==> src/rtl/udma_pkg.sv <==
// Shared types for the Ultra DMA burst host controller.
package udma_pkg;
    // Burst phases; order matters only for readability.
    typedef enum logic [1:0] {
        ST_IDLE  = 2'd0,
        ST_BURST = 2'd1,
        ST_STOP  = 2'd2,
        ST_FIN   = 2'd3
    } udma_state_e;
endpackage

==> src/rtl/udma_ctrl.sv <==
// Burst sequencer: latches the request, counts words and walks through
// burst, stop and finish phases.
// Assumes word_step pulses only while the burst is active and unfinished.
module udma_ctrl
    import udma_pkg::*;
#(
    parameter int CNT_W = 16,
    parameter int DIV_W = 8
) (
    input  logic             clk,
    input  logic             rst_n,
    input  logic             start,
    input  logic             dir_write,
    input  logic [CNT_W-1:0] word_count,
    input  logic [DIV_W-1:0] cycle_div,
    input  logic             dev_strb,
    input  logic             word_step,
    output udma_state_e      state,
    output logic             dir_q,
    output logic [DIV_W-1:0] div_q,
    output logic [CNT_W-1:0] xfer_q,
    output logic             at_end
);
    logic [CNT_W-1:0] cnt_q;

    assign at_end = (xfer_q == cnt_q);

    // Phase register, request latch and word counter.
    always_ff @(posedge clk) begin
        if (!rst_n) begin
            state  <= ST_IDLE;
            dir_q  <= 1'b0;
            cnt_q  <= '0;
            div_q  <= DIV_W'(1);
            xfer_q <= '0;
        end else begin
            case (state)
                ST_IDLE: if (start) begin
                    dir_q  <= dir_write;
                    cnt_q  <= word_count;
                    div_q  <= (cycle_div == '0) ? DIV_W'(1) : cycle_div;
                    xfer_q <= '0;
                    state  <= ST_BURST;
                end
                ST_BURST: begin
                    if (at_end)
                        state <= ST_STOP;
                    else if (word_step)
                        xfer_q <= xfer_q + CNT_W'(1);
                end
                ST_STOP: if (dev_strb) state <= ST_FIN;
                default: state <= ST_IDLE;
            endcase
        end
    end

    // The word counter never overruns the programmed count.
    p_xfer_bound_r10: assert property (@(posedge clk) disable iff (!rst_n)
        (state != ST_IDLE) |-> (xfer_q <= cnt_q));

    // A start while busy leaves the latched request untouched.
    p_start_ignored_r11: assert property (@(posedge clk) disable iff (!rst_n)
        (state != ST_IDLE && start) |=> ($stable(cnt_q) && $stable(dir_q)));
endmodule

==> src/rtl/udma_wr_strobe.sv <==
// Write path: paces the host strobe, takes one source word per strobe level
// change and holds the strobe when the source is empty or the device pauses.
// Assumes div_q >= 1; active is high only in an unfinished write burst.
module udma_wr_strobe #(
    parameter int DW    = 16,
    parameter int DIV_W = 8
) (
    input  logic             clk,
    input  logic             rst_n,
    input  logic             idle,
    input  logic             active,
    input  logic [DIV_W-1:0] div_q,
    input  logic             src_valid,
    input  logic [DW-1:0]    src_data,
    input  logic             dev_rdy_n,
    output logic             src_pop,
    output logic             wr_strb,
    output logic [DW-1:0]    wdata
);
    logic [DIV_W-1:0] pace_q;
    logic [DIV_W:0]   gap_q;

    assign src_pop = active && src_valid && !dev_rdy_n && (pace_q == '0);

    // Strobe level, outgoing word and spacing counter.
    always_ff @(posedge clk) begin
        if (!rst_n) begin
            pace_q  <= '0;
            wr_strb <= 1'b1;
            wdata   <= '0;
        end else if (idle) begin
            pace_q  <= '0;
            wr_strb <= 1'b1;
        end else if (src_pop) begin
            wr_strb <= ~wr_strb;
            wdata   <= src_data;
            pace_q  <= div_q - DIV_W'(1);
        end else if (active && pace_q != '0) begin
            pace_q  <= pace_q - DIV_W'(1);
        end
    end

    // Checker-side count of clocks since the last strobe change.
    always_ff @(posedge clk) begin
        if (!rst_n || idle)
            gap_q <= '1;
        else if (src_pop)
            gap_q <= (DIV_W+1)'(1);
        else if (gap_q != '1)
            gap_q <= gap_q + (DIV_W+1)'(1);
    end

    p_edge_needs_word_r4: assert property (@(posedge clk) disable iff (!rst_n)
        ($past(active) && wr_strb != $past(wr_strb)) |-> $past(src_valid));

    p_edge_needs_ready_r5: assert property (@(posedge clk) disable iff (!rst_n)
        ($past(active) && wr_strb != $past(wr_strb)) |-> !$past(dev_rdy_n));

    p_edge_spacing_r6: assert property (@(posedge clk) disable iff (!rst_n)
        src_pop |-> (gap_q >= {1'b0, div_q}));
endmodule

==> src/rtl/udma_rd_capture.sv <==
// Read path: captures one word on every device strobe level change and
// drives the host ready line high when the sink runs short of room.
// Assumes the device strobe is already in the core clock domain.
module udma_rd_capture #(
    parameter int DW     = 16,
    parameter int FREE_W = 6
) (
    input  logic              clk,
    input  logic              rst_n,
    input  logic              active,
    input  logic              dev_strb,
    input  logic [DW-1:0]     bus_rdata,
    input  logic [FREE_W-1:0] snk_free,
    input  logic [FREE_W-1:0] rd_margin,
    output logic              rd_step,
    output logic              snk_push,
    output logic [DW-1:0]     snk_data,
    output logic              rdy_n
);
    logic prev_q;

    assign rd_step = active && (dev_strb != prev_q);

    // Edge history, captured word, push strobe and pause level.
    always_ff @(posedge clk) begin
        if (!rst_n) begin
            prev_q   <= 1'b1;
            snk_push <= 1'b0;
            snk_data <= '0;
            rdy_n    <= 1'b1;
        end else begin
            prev_q   <= dev_strb;
            snk_push <= rd_step;
            if (rd_step) snk_data <= bus_rdata;
            rdy_n    <= active ? (snk_free < rd_margin) : 1'b1;
        end
    end

    p_push_on_edge_r7: assert property (@(posedge clk) disable iff (!rst_n)
        snk_push |-> ($past(dev_strb) != $past(dev_strb, 2)));

    p_pause_on_low_room_r8: assert property (@(posedge clk) disable iff (!rst_n)
        ($past(active) && ($past(snk_free) < $past(rd_margin))) |-> rdy_n);
endmodule

==> src/rtl/udma_burst_host.sv <==
// Top of the Ultra DMA burst host: joins the sequencer with the write and
// read paths and shapes the device-side acknowledge, stop and strobe.
// Assumes all device inputs are synchronous to clk.
module udma_burst_host
    import udma_pkg::*;
#(
    parameter int DW     = 16,
    parameter int CNT_W  = 16,
    parameter int DIV_W  = 8,
    parameter int FREE_W = 6
) (
    input  logic              clk,
    input  logic              rst_n,
    input  logic              start,
    input  logic              dir_write,
    input  logic [CNT_W-1:0]  word_count,
    input  logic [DIV_W-1:0]  cycle_div,
    input  logic [FREE_W-1:0] rd_margin,
    output logic              busy,
    output logic              done,
    output logic [CNT_W-1:0]  xfer_count,
    input  logic              src_valid,
    input  logic [DW-1:0]     src_data,
    output logic              src_pop,
    input  logic [FREE_W-1:0] snk_free,
    output logic              snk_push,
    output logic [DW-1:0]     snk_data,
    output logic              dev_dmack_n,
    output logic              dev_stop,
    output logic              host_strb,
    input  logic              dev_strb,
    output logic [DW-1:0]     bus_wdata,
    input  logic [DW-1:0]     bus_rdata
);
    udma_state_e      state;
    logic             dir_q, at_end, word_step, wr_strb, rdy_n, rd_step;
    logic             on_bus, act_wr, act_rd;
    logic [DIV_W-1:0] div_q;

    assign on_bus      = (state == ST_BURST) || (state == ST_STOP);
    assign act_wr      = (state == ST_BURST) && dir_q && !at_end;
    assign act_rd      = (state == ST_BURST) && !dir_q && !at_end;
    assign word_step   = dir_q ? src_pop : rd_step;
    assign busy        = (state != ST_IDLE);
    assign done        = (state == ST_FIN);
    assign dev_dmack_n = !on_bus;
    assign dev_stop    = (state == ST_STOP);
    assign host_strb   = on_bus ? (dir_q ? wr_strb : rdy_n) : 1'b1;

    udma_ctrl #(.CNT_W(CNT_W), .DIV_W(DIV_W)) u_ctrl (
        .clk(clk), .rst_n(rst_n), .start(start), .dir_write(dir_write),
        .word_count(word_count), .cycle_div(cycle_div), .dev_strb(dev_strb),
        .word_step(word_step), .state(state), .dir_q(dir_q), .div_q(div_q),
        .xfer_q(xfer_count), .at_end(at_end)
    );

    udma_wr_strobe #(.DW(DW), .DIV_W(DIV_W)) u_wr (
        .clk(clk), .rst_n(rst_n), .idle(state == ST_IDLE), .active(act_wr),
        .div_q(div_q), .src_valid(src_valid), .src_data(src_data),
        .dev_rdy_n(dev_strb), .src_pop(src_pop), .wr_strb(wr_strb),
        .wdata(bus_wdata)
    );

    udma_rd_capture #(.DW(DW), .FREE_W(FREE_W)) u_rd (
        .clk(clk), .rst_n(rst_n), .active(act_rd), .dev_strb(dev_strb),
        .bus_rdata(bus_rdata), .snk_free(snk_free), .rd_margin(rd_margin),
        .rd_step(rd_step), .snk_push(snk_push), .snk_data(snk_data),
        .rdy_n(rdy_n)
    );

    p_stop_under_ack_r9: assert property (@(posedge clk) disable iff (!rst_n)
        dev_stop |-> !dev_dmack_n);

    p_stop_held_r9: assert property (@(posedge clk) disable iff (!rst_n)
        (dev_stop && !dev_strb) |=> dev_stop);

    p_done_single_r9: assert property (@(posedge clk) disable iff (!rst_n)
        done |=> (!done && !busy && dev_dmack_n));

    p_ack_from_start_r2: assert property (@(posedge clk) disable iff (!rst_n)
        (!busy && start) |=> !dev_dmack_n);
endmodule

==> config.mk <==
export PLATFORM = sky130hd
export DESIGN_NAME = udma_burst_host
export DESIGN_NICKNAME = d
export VERILOG_FILES = /design/src/rtl/udma_pkg.sv /design/src/rtl/udma_ctrl.sv /design/src/rtl/udma_wr_strobe.sv /design/src/rtl/udma_rd_capture.sv /design/src/rtl/udma_burst_host.sv
export SDC_FILE = /design/constraint.sdc
export NUM_CORES = 1
export LEC_CHECK = 0
export ABC_AREA = 1
export BUFFER_PORTS_ARGS = -buffer_cell sky130_fd_sc_hd__buf_2
export CAP_MARGIN = 20
export CORE_UTILIZATION = 48
export CTS_CLUSTER_SIZE = 24
export DETAILED_ROUTE_END_ITERATION = 10
export GPL_TIMING_DRIVEN = 0
export PLACE_DENSITY = 0.77
export SYNTH_ARGS = -nofsm -noshare
export SYNTH_HDL_FRONTEND = slang
export SYNTH_HIERARCHICAL = 1
export SYNTH_SLANG_ARGS = --single-unit
==> constraint.sdc <==
create_clock -name clk -period 2.67 [get_ports clk]
set_input_delay 0.534 -clock clk [delete_from_list [all_inputs] [get_ports clk]]
set_output_delay 0.534 -clock clk [all_outputs]
set_load 0.01 [all_outputs]
==> run_results.csv, run 1 <==
group,metric,value,unit
clock_tree,clock_latency,0.35,ns
hold_path,hold_path.class,"primary input to register",
timing,final.period_utilization,96.4,%
clock_tree,clockBufferDepth,2,
floorplanning,die_x,102,microns
drt,num_vias,5089,
final_layout,syn_to_final_growth,28.1,%
final_layout,filler_cell_count,905,
grt,grt_pass1_wl,19.4,mm
drt,detailedRoute.firstIterationViolations,320,
placed_design,place_congestion,0.846,
placed_design,hpwl,8.86,mm
final_layout,final_nets,978,
yosys,syn_inst,732,
flow_run,drv_cap,0,
drt,drt_pass1_iterations,5,
floorplanning,core_area,9730,sq um
timing,final.min_clock_period,2.57,ns
drt,finalWirelength,12.4,mm
final_layout,drive_above_1_share,29.0,%
pwr,seqPwrFrac,36.6,%
worst_setup_path,cpPeakStageDelay,0.34,ns
final_layout,fin_util,63.4,%
worst_setup_path,cp_max_fo,7,
worst_setup_path,arrival,2.04,ns
clock_tree,cts-root-buf,"clkbuf_8",
yosys,yosysSeqAreaShare,36.2,%
timing,slew-limit-headroom,61.0,%
yosys,synth_nets,821,
timing,max_freq,389,MHz
timing,setup_viol,0,
drt,drc,0,
clock_tree,clk_pin_slew,0.09,ns
timing,worst_hold_slack,0.442,ns
grt,first_global_vias,4332,
timing,clock_skew,0.00753,ns
final_layout,final_common_cell,"nand2_1",
placed_design,io_buffers,128,
final_layout,mostFrequentLayoutCells,"181 x nand2_1, 134 x buf_2, 97 x nor2_1",
drt,antenna_left,0,
floorplanning,die_area,10400,sq um
yosys,synth_seq_cells,87,
worst_setup_path,cp_cell_sequence,"buf_6 -> inv_2 -> nand2_1 -> nand2_1 -> nor2_1 -> nand2_1 -> nor2_2 -> nand2_2 -> inv_2 -> inv_2 -> nand2_4 -> nor2_4 -> nand2_2 -> nor2_4 -> nand2_4 -> inv_4 -> buf_12 -> buf_6",
pwr,clock_power_share,22.8,%
timing,final_hold_viol_count,0,
final_layout,stdcell_count,1028,
timing,worst_pin_slew,0.585,ns
yosys,synth_cell_types,34,
worst_setup_path,crit_family,"simple AND/OR/NAND/NOR gates",
worst_setup_path,path_buf_inv,7,
yosys,syn_area,4810,sq um
worst_setup_path,crit_type,"register to primary output",
timing,drv_slew,0,
clock_tree,cts.sinks,87,
clock_tree,cts_tree,"done",
grt,antenna_found_initial,0,
worst_setup_path,cp.required,2.14,ns
pwr,intPower,2.86,mW
floorplanning,start_util,49.5,%
yosys,syn_avg_cell_area,6.58,sq um
pwr,p_sw,1.82,mW
floorplanning,chipHeight,102,microns
worst_setup_path,end_kind,"primary output",
grt,grt_use_total,23.5,%
pwr,p_leak,3.11,nW
pwr,ir_drop,429,uV
pwr,p_per_area,759,nW/um^2
yosys,yosysWarnings,6,
pwr,pwr-share-comb,40.7,%
run_status,status,"finished, final reports clean",
pwr,p_sw_share,39.0,%
grt,grt_max_degree,15,
floorplanning,io_pins,129,
clock_tree,cts_buffers,9,
floorplanning,placementRows,36,
grt,grt_overflow,0,
drt,wire_per_inst,12.1,microns
clock_tree,h-tree-depth,3,
worst_setup_path,cp_slowest_cell,"dfxtp_2",
placed_design,dp.cells,993,
worst_setup_path,crit_path_start_kind,"register",
drt,viasPerCell,4.95,
worst paths after layout:
path | startpoint | endpoint | slack, ns | depth (start not counted)
worst max-delay path | u_ctrl/xfer_q[5] | src_pop | 0.1 | 18
worst min-delay path | src_data[1] | u_wr/wdata[1] | 0.44 | 3
worst min register to register | u_wr/wdata[1] | u_wr/wdata[1] | 0.46 | 2
worst max register to register | u_ctrl/xfer_q[5] | u_ctrl/xfer_q[1] | 0.17 | 24
synth_stat cells, drive strengths merged:
cell type  count  area (sq um)
a21oi         54           270
a31oi          2          12.5
buf           19           144
clkbuf        13          48.8
clkinv         5          18.8
dfxtp         87          1740
ha            15           188
inv           96           360
nand2        199           797
nand3         41           225
nand3b         5          50.1
nand4         31           194
nor2         109           458
nor3           9          45.0
nor3b          1          7.51
nor4           1          6.26
o211ai         1          7.51
o21ai         38           190
o21bai         1          7.51
or2            1          6.26
xor2           4          35.0
flip-flops by register name, summed over array words and instances (netlist names):
register	flops
u_ctrl/dir_q	1
u_rd/snk_push	1
u_ctrl/xfer_q	16
u_wr/wdata	16
u_rd/prev_q	1
u_rd/snk_data	16
u_rd/rdy_n	1
u_wr/pace_q	8
u_ctrl/cnt_q	16
u_ctrl/div_q	8
u_ctrl/state	2
u_wr/wr_strb	1
through the flow:
stage	cell area (sq um)	setup slack [ns]	power [mW]	TNS, ns
2_1_floorplan	4810	0.0451	2.94	0
3_3_place_gp	5620	-0.377	3.43	-5.63
3_5_place_dp	5620	-0.410	3.46	-6.39
4_1_cts	5990	0.00299	4.58	0
5_1_grt	6160	-0.0376	5.01	-0.0911
6_report	6170	0.0967	4.68	0
power by group through the flow:
stage	logic, mW	clock network, mW	registers (mW)
2_1_floorplan	1.20	0	1.74
3_3_place_gp	1.71	0	1.72
3_5_place_dp	1.73	0	1.72
4_1_cts	1.78	1.09	1.71
5_1_grt	2.12	1.15	1.75
6_report	1.90	1.07	1.71
cell families (layout without fill, tap and decap cells):
group	after synthesis	in the layout	synth area share (%)
AO/OA/AOI/OAI	96	96	10.1
XOR/XNOR	4	4	0.728
adder cells (fa/ha/maj)	15	15	3.90
buffers and inverters	133	295	11.9
flip-flops	87	87	36.2
other	0	1	0
AND/OR/NAND/NOR	397	397	37.2
layer usage:
metal / track usage (%) / routed length (microns) / vias up
met5: 0 / 0 / -
met4: 7.14 / 180 / 0
met3: 4.92 / 1080 / 19
li1: - / - / 2630
met2: 40.4 / 5680 / 185
met1: 29.6 / 5480 / 2255
repair_timing:
action,in CTS,in global routing
buffers inserted,4,15
cloned,1,0
gates resized for setup,28,30
endpoints found under the setup margin,19,20
hold buffers,0,0
pin swaps,5,15
layout make-up:
cell class | instances | area [sq um] | share of cell area [%]
antenna | 1 | 2.50 | 0.0406
buffer | 30 | 205 | 3.33
clock buffer | 12 | 165 | 2.68
clock inverter | 4 | 76.3 | 1.24
inverter | 101 | 382 | 6.19
multi-input combinational | 512 | 2560 | 41.6
sequential | 87 | 1780 | 28.8
tap | 133 | 166 | 2.70
timing repair buffer | 148 | 826 | 13.4
worst min-delay path, stage by stage:
cell     delay (ns)
buf_2          0.09
nand3_1        0.07
a21oi_1        0.06
No activity file was read; power rests on OpenSTA's default activity.
==> run 2: changes to the inputs <==
- RECOVER_POWER: not set -> 100
==> run_results.csv, run 2 (same netlist as run 1, synthesis figures left out) <==
group,metric,value,unit
clock_tree,cts.sinks,87,
floorplanning,die_area,10400,sq um
clock_tree,cts_buffers,9,
timing,max_freq,389,MHz
pwr,pwr-share-comb,40.6,%
hold_path,hp-start,"src_data[1]",
floorplanning,chipHeight,102,microns
drt,drc,0,
pwr,p_sw,1.82,mW
pwr,p_sw_share,39.0,%
grt,grt_use_total,23.5,%
clock_tree,clockBufferDepth,2,
worst_setup_path,arrival,2.04,ns
final_layout,final_nets,978,
placed_design,hpwl,8.86,mm
grt,antenna_found_initial,0,
pwr,seqPwrFrac,36.6,%
grt,grt_overflow,0,
floorplanning,placementRows,36,
worst_setup_path,crit_path_start_kind,"register",
floorplanning,start_util,49.5,%
pwr,intPower,2.85,mW
drt,detailedRoute.firstIterationViolations,321,
final_layout,mostFrequentLayoutCells,"181 x nand2_1, 125 x buf_2, 97 x nor2_1",
final_layout,final_common_cell,"nand2_1",
drt,wire_per_inst,12.1,microns
hold_path,hold_path.class,"primary input to register",
clock_tree,clock_latency,0.35,ns
floorplanning,core_area,9730,sq um
clock_tree,cts_tree,"done",
floorplanning,io_pins,129,
worst_setup_path,regToRegStartpoint,"u_ctrl/xfer_q[5]",
floorplanning,die_x,102,microns
timing,worst_pin_slew,0.586,ns
placed_design,place_area,5620,sq um
drt,viasPerCell,4.96,
timing,drv_slew,0,
timing,final.period_utilization,96.3,%
worst_setup_path,crit_type,"register to primary output",
final_layout,syn_to_final_growth,27.9,%
timing,final.min_clock_period,2.57,ns
final_layout,multi_input_area,2560,sq um
clock_tree,clk_pin_slew,0.09,ns
final_layout,postLayoutCellArea,6160,sq um
drt,drt_pass1_iterations,5,
grt,grt_pass1_wl,19.4,mm
timing,setup_viol,0,
worst_setup_path,cp-startpoint,"u_ctrl/xfer_q[5]",
placed_design,io_buffers,128,
flow_run,drv_cap,0,
clock_tree,h-tree-depth,3,
clock_tree,postCtsHoldBufs,0,
pwr,clock_power_share,22.8,%
clock_tree,cts-root-buf,"clkbuf_8",
placed_design,place_congestion,0.846,
grt,grt_max_degree,15,
pwr,p_total,4.68,mW
worst_setup_path,cp.required,2.14,ns
pwr,p_per_area,760,nW/um^2
final_layout,drive_above_1_share,28.0,%
worst_setup_path,cp_max_fo,7,
grt,first_global_vias,4332,
final_layout,seqCellArea,1780,sq um
placed_design,post-place-ws,-0.410,ns
timing,slew-limit-headroom,60.9,%
timing,final_hold_viol_count,0,
worst_setup_path,end_kind,"primary output",
final_layout,filler_cell_count,912,
run_status,status,"finished, final reports clean",
drt,num_vias,5101,
timing,worst_slack,0.0981,ns
pwr,ir_drop,428,uV
pwr,p_leak,3.07,nW
drt,finalWirelength,12.4,mm
drt,antenna_left,0,
timing,clock_skew,0.00825,ns
==> run 2: cell count changes in the layout (fill, tap and decap cells not counted), sizes merged <==
cell / previous run / this run
buf: 165 / 156
clkbuf: 24 / 33
==> run 2: layout make-up <==
class,instances,area share (%)
multi-input cells,512,41.7
repair buffers,148,13.3
inverters,101,6.20
clock buffers,12,2.68
clock inverters,4,1.24
flip-flops and latches,87,28.9
plain buffers,30,3.31
well taps,133,2.70
diodes,1,0.0407
==> run 2: layer usage <==
layer / part of all wire [%] / routed length (microns) / GRT usage, %
met2: 46 / 5690 / 40.4
met5: 0 / 0 / 0
met1: 44 / 5500 / 29.6
met4: 1.5 / 180 / 7.14
met3: 8.3 / 1040 / 4.92
==> run 2: stage by stage <==
step / hold WS [ns] / instances / TNS, ns / utilization (%)
floorplan: 0.443 / 732 / 0 / -
global placement: 0.449 / 993 / -5.63 / 57.8
detailed placement: 0.450 / 993 / -6.39 / 57.8
CTS: 0.436 / 1013 / 0 / 61.6
global route: 0.439 / 1027 / -0.0911 / 63.2
finish: 0.441 / 1028 / 0 / 63.3
==> run 2: repair_timing <==
item / 4_1_cts / 5_1_grt
buffers inserted: 4 / 15
endpoints found under the setup margin: 19 / 20
pin swaps: 5 / 15
gates cloned: 1 / 0
gates resized for setup: 28 / 30
==> run 2: power by group through the flow <==
stage	sequential, mW	combinational [mW]	clock, mW
2_1_floorplan	1.74	1.20	0
4_1_cts	1.71	1.78	1.09
5_1_grt	1.75	2.11	1.15
3_3_place_gp	1.72	1.71	0
3_5_place_dp	1.72	1.73	0
6_report	1.71	1.90	1.07
==> run 2: path summary, 6_finish.rpt <==
kind	endpoint	slack (ns)	cells past startpoint
setup reg to reg	u_ctrl/xfer_q[1]	0.17	24
setup / recovery	src_pop	0.1	18
hold reg to reg	u_wr/wdata[10]	0.46	2
hold / removal	u_wr/wdata[1]	0.44	3
==> run 2: critical path: stages, from the launching register on <==
cell and delay (ns):
dfxtp_2 0.34, buf_6 0.11, inv_2 0.04, nand2_1 0.04, nand2_1 0.05, nor2_1 0.09, nand2_1 0.07, nor2_2 0.15
nand2_2 0.09, inv_2 0.05, inv_2 0.03, nand2_4 0.06, nor2_4 0.04, nand2_2 0.08, nor2_4 0.05, nand2_4 0.09
inv_4 0.06, buf_12 0.13, buf_6 0.11
==> run 3: changes to the inputs <==
- ABC_AREA: 1 -> not set
- CORE_UTILIZATION: 48 -> 47
- PLACE_DENSITY: 0.77 -> 0.76
==> run_results.csv, run 3 <==
group,metric,value,unit
drt,viasPerCell,5.44,
timing,worst_hold_slack,0.400,ns
floorplanning,start_util,48.7,%
timing,rsz0062_at_grt,"true",
final_layout,drive_above_1_share,34.3,%
run_status,status,"finished with violations",
hold_path,hold_path.class,"primary input to register",
clock_tree,clockBufferDepth,2,
clock_tree,h-tree-depth,3,
placed_design,hpwl,8.76,mm
yosys,yosysSeqAreaShare,38.7,%
worst_setup_path,arrival,3.43,ns
final_layout,fin_util,66.2,%
drt,finalWirelength,12.9,mm
final_layout,multi_input_area,2810,sq um
timing,final.min_clock_period,3.16,ns
worst_setup_path,cp.required,2.93,ns
timing,final_hold_viol_count,0,
drt,wire_per_inst,15.3,microns
placed_design,post-place-ws,-1.11,ns
pwr,ir_drop,347,uV
floorplanning,core_area,9240,sq um
worst_setup_path,cp_max_fo,5,
worst_setup_path,end_kind,"register",
grt,grt_overflow,0,
final_layout,diodes,0,
pwr,p_total,3.78,mW
yosys,yosysMostFrequentCell,"nand2_1",
yosys,syn_avg_cell_area,8.38,sq um
clock_tree,postCtsHoldBufs,0,
yosys,synth_nets,626,
clock_tree,cts.sinks,87,
grt,antenna_found_initial,0,
flow_run,drv_cap,0,
yosys,synth_seq_cells,87,
worst_setup_path,crit_type,"register to register",
floorplanning,placementRows,35,
timing,max_freq,316,MHz
yosys,synth_cell_types,69,
drt,detailedRoute.firstIterationViolations,386,
placed_design,io_buffers,128,
drt,antenna_left,0,
yosys,synthTopCellsByArea,"dfxtp_1 39%, nand2_1 12%, mux2i_1 4.9%",
final_layout,filler_cell_count,764,
pwr,p_per_area,618,nW/um^2
grt,grt_max_degree,16,
yosys,synthFlopType,"dfxtp_1",
yosys,yosysWarnings,6,
pwr,p_leak,2.39,nW
clock_tree,clk_pin_slew,0.09,ns
grt,grt_use_total,24.2,%
yosys,netlist.area_leader.share,38.7,%
floorplanning,die_x,99.8,microns
drt,drt_pass1_iterations,5,
final_layout,final_common_cell,"nand2_1",
final_layout,postLayoutCellArea,6110,sq um
timing,drv_slew,0,
run_status,violations,"setup timing",
final_layout,mostFrequentLayoutCells,"131 x nand2_1, 106 x buf_2, 73 x dfxtp_1",
clock_tree,cts_tree,"done",
floorplanning,chipHeight,99.8,microns
yosys,syn_area,4500,sq um
yosys,yosys.area.top_type,"dfxtp_1",
floorplanning,die_area,9970,sq um
timing,worst_slack,-0.493,ns
clock_tree,cts-root-buf,"clkbuf_8",
timing,slew-limit-headroom,45.2,%
grt,grt_pass1_wl,19.2,mm
placed_design,place_congestion,0.889,
clock_tree,cts_buffers,9,
floorplanning,io_pins,129,
worst_setup_path,crit_path_start_kind,"register",
final_layout,syn_to_final_growth,35.9,%
timing,final.period_utilization,118,%
yosys,synth_edf_count,0,
timing,clock_skew,0.0126,ns
drt,drc,0,
placed_design,place_area,5390,sq um
grt,first_global_vias,4182,
yosys,synthTopCellsByCount,"141 x nand2_1, 87 x dfxtp_1, 34 x a21oi_1",
timing,worst_pin_slew,0.816,ns
timing,setup_viol,33,
final_layout,final_nets,795,
yosys,ys_async_sr_fraction,0,%
clock_tree,clock_latency,0.36,ns
drt,num_vias,4566,
final_layout,seqCellArea,1770,sq um
yosys,syn_inst,537,
-- run 3: stage by stage --
stage,cells,setup TNS (ns)
global route,840,-11.29
detailed placement,794,-19.08
CTS,826,-8.07
floorplan,537,-4.39
global placement,794,-18.48
finish,840,-7.93
-- run 3: cells by family (layout without fill, tap and decap cells) --
| logic type | after synthesis | count (layout) | synth area share, % |
|---|---|---|---|
| muxes | 23 | 23 | 5.23 |
| DFF | 87 | 87 | 38.7 |
| AOI/OAI and AO/OA | 107 | 107 | 16.4 |
| and+or+nand+nor | 238 | 238 | 26.4 |
| buffers and inverters | 49 | 223 | 5.62 |
| adders and majority gates | 15 | 15 | 4.17 |
| xor gates and xnor gates | 18 | 18 | 3.50 |
-- run 3: area by class of cell --
class                      count  share of cell area, %
tap                          129                   2.64
buffer                        26                   2.89
clock inverter                 5                   1.06
sequential                    87                   28.9
multi-input combinational    401                   45.9
inverter                      20                   1.27
timing repair buffer         161                   15.0
clock buffer                  11                   2.31
-- run 3: what timing repair did --
action | CTS | global route
buffers inserted | 17 | 16
gates cloned | 0 | 1
endpoints found under the setup margin | 42 | 41
pin swaps | 10 | 30
gates resized for setup | 12 | 65
-- run 3: worst paths after layout --
| check | from | to | slack, ns | cells after the start |
|---|---|---|---|---|
| worst min register to register | u_wr/wdata[9] | u_wr/wdata[9] | 0.45 | 2 |
| worst max-delay path | u_ctrl/xfer_q[8] | u_wr/pace_q[6] | -0.49 | 13 |
| worst min-delay path | word_count[8] | u_ctrl/cnt_q[8] | 0.40 | 3 |
| worst max register to register | u_ctrl/xfer_q[8] | u_wr/pace_q[6] | -0.49 | 13 |
-- run 3: layer usage --
metal / vias to the layer above / share of wire [%] / track usage [%] / wire length [microns]
met5: - / 0 / 0 / 0
met4: 0 / 2.3 / 10.1 / 292
met3: 33 / 7.8 / 3.90 / 1000
met2: 227 / 47 / 40.1 / 6080
met1: 2081 / 43 / 31.4 / 5490
li1: 2225 / - / - / -
-- run 3: power breakdown --
part	total [mW]	internal, mW	switching [mW]
clock network	0.952	0.467	0.486
registers	1.54	1.41	0.122
logic	1.29	0.540	0.751
-- run 3: critical path, cell delays in order (launching register included) --
cell and delay (ns):
dfxtp_4 0.38, xnor2_2 0.14, nand4_1 0.20, nor4_4 0.44, and3b_2 0.27, or4b_4 0.23, nor3_4 0.06, a21oi_2 0.16
ha_2 0.18, or3b_4 0.40, nor2_4 0.12, o2111ai_4 0.15, and2_4 0.18, nor4_2 0.13
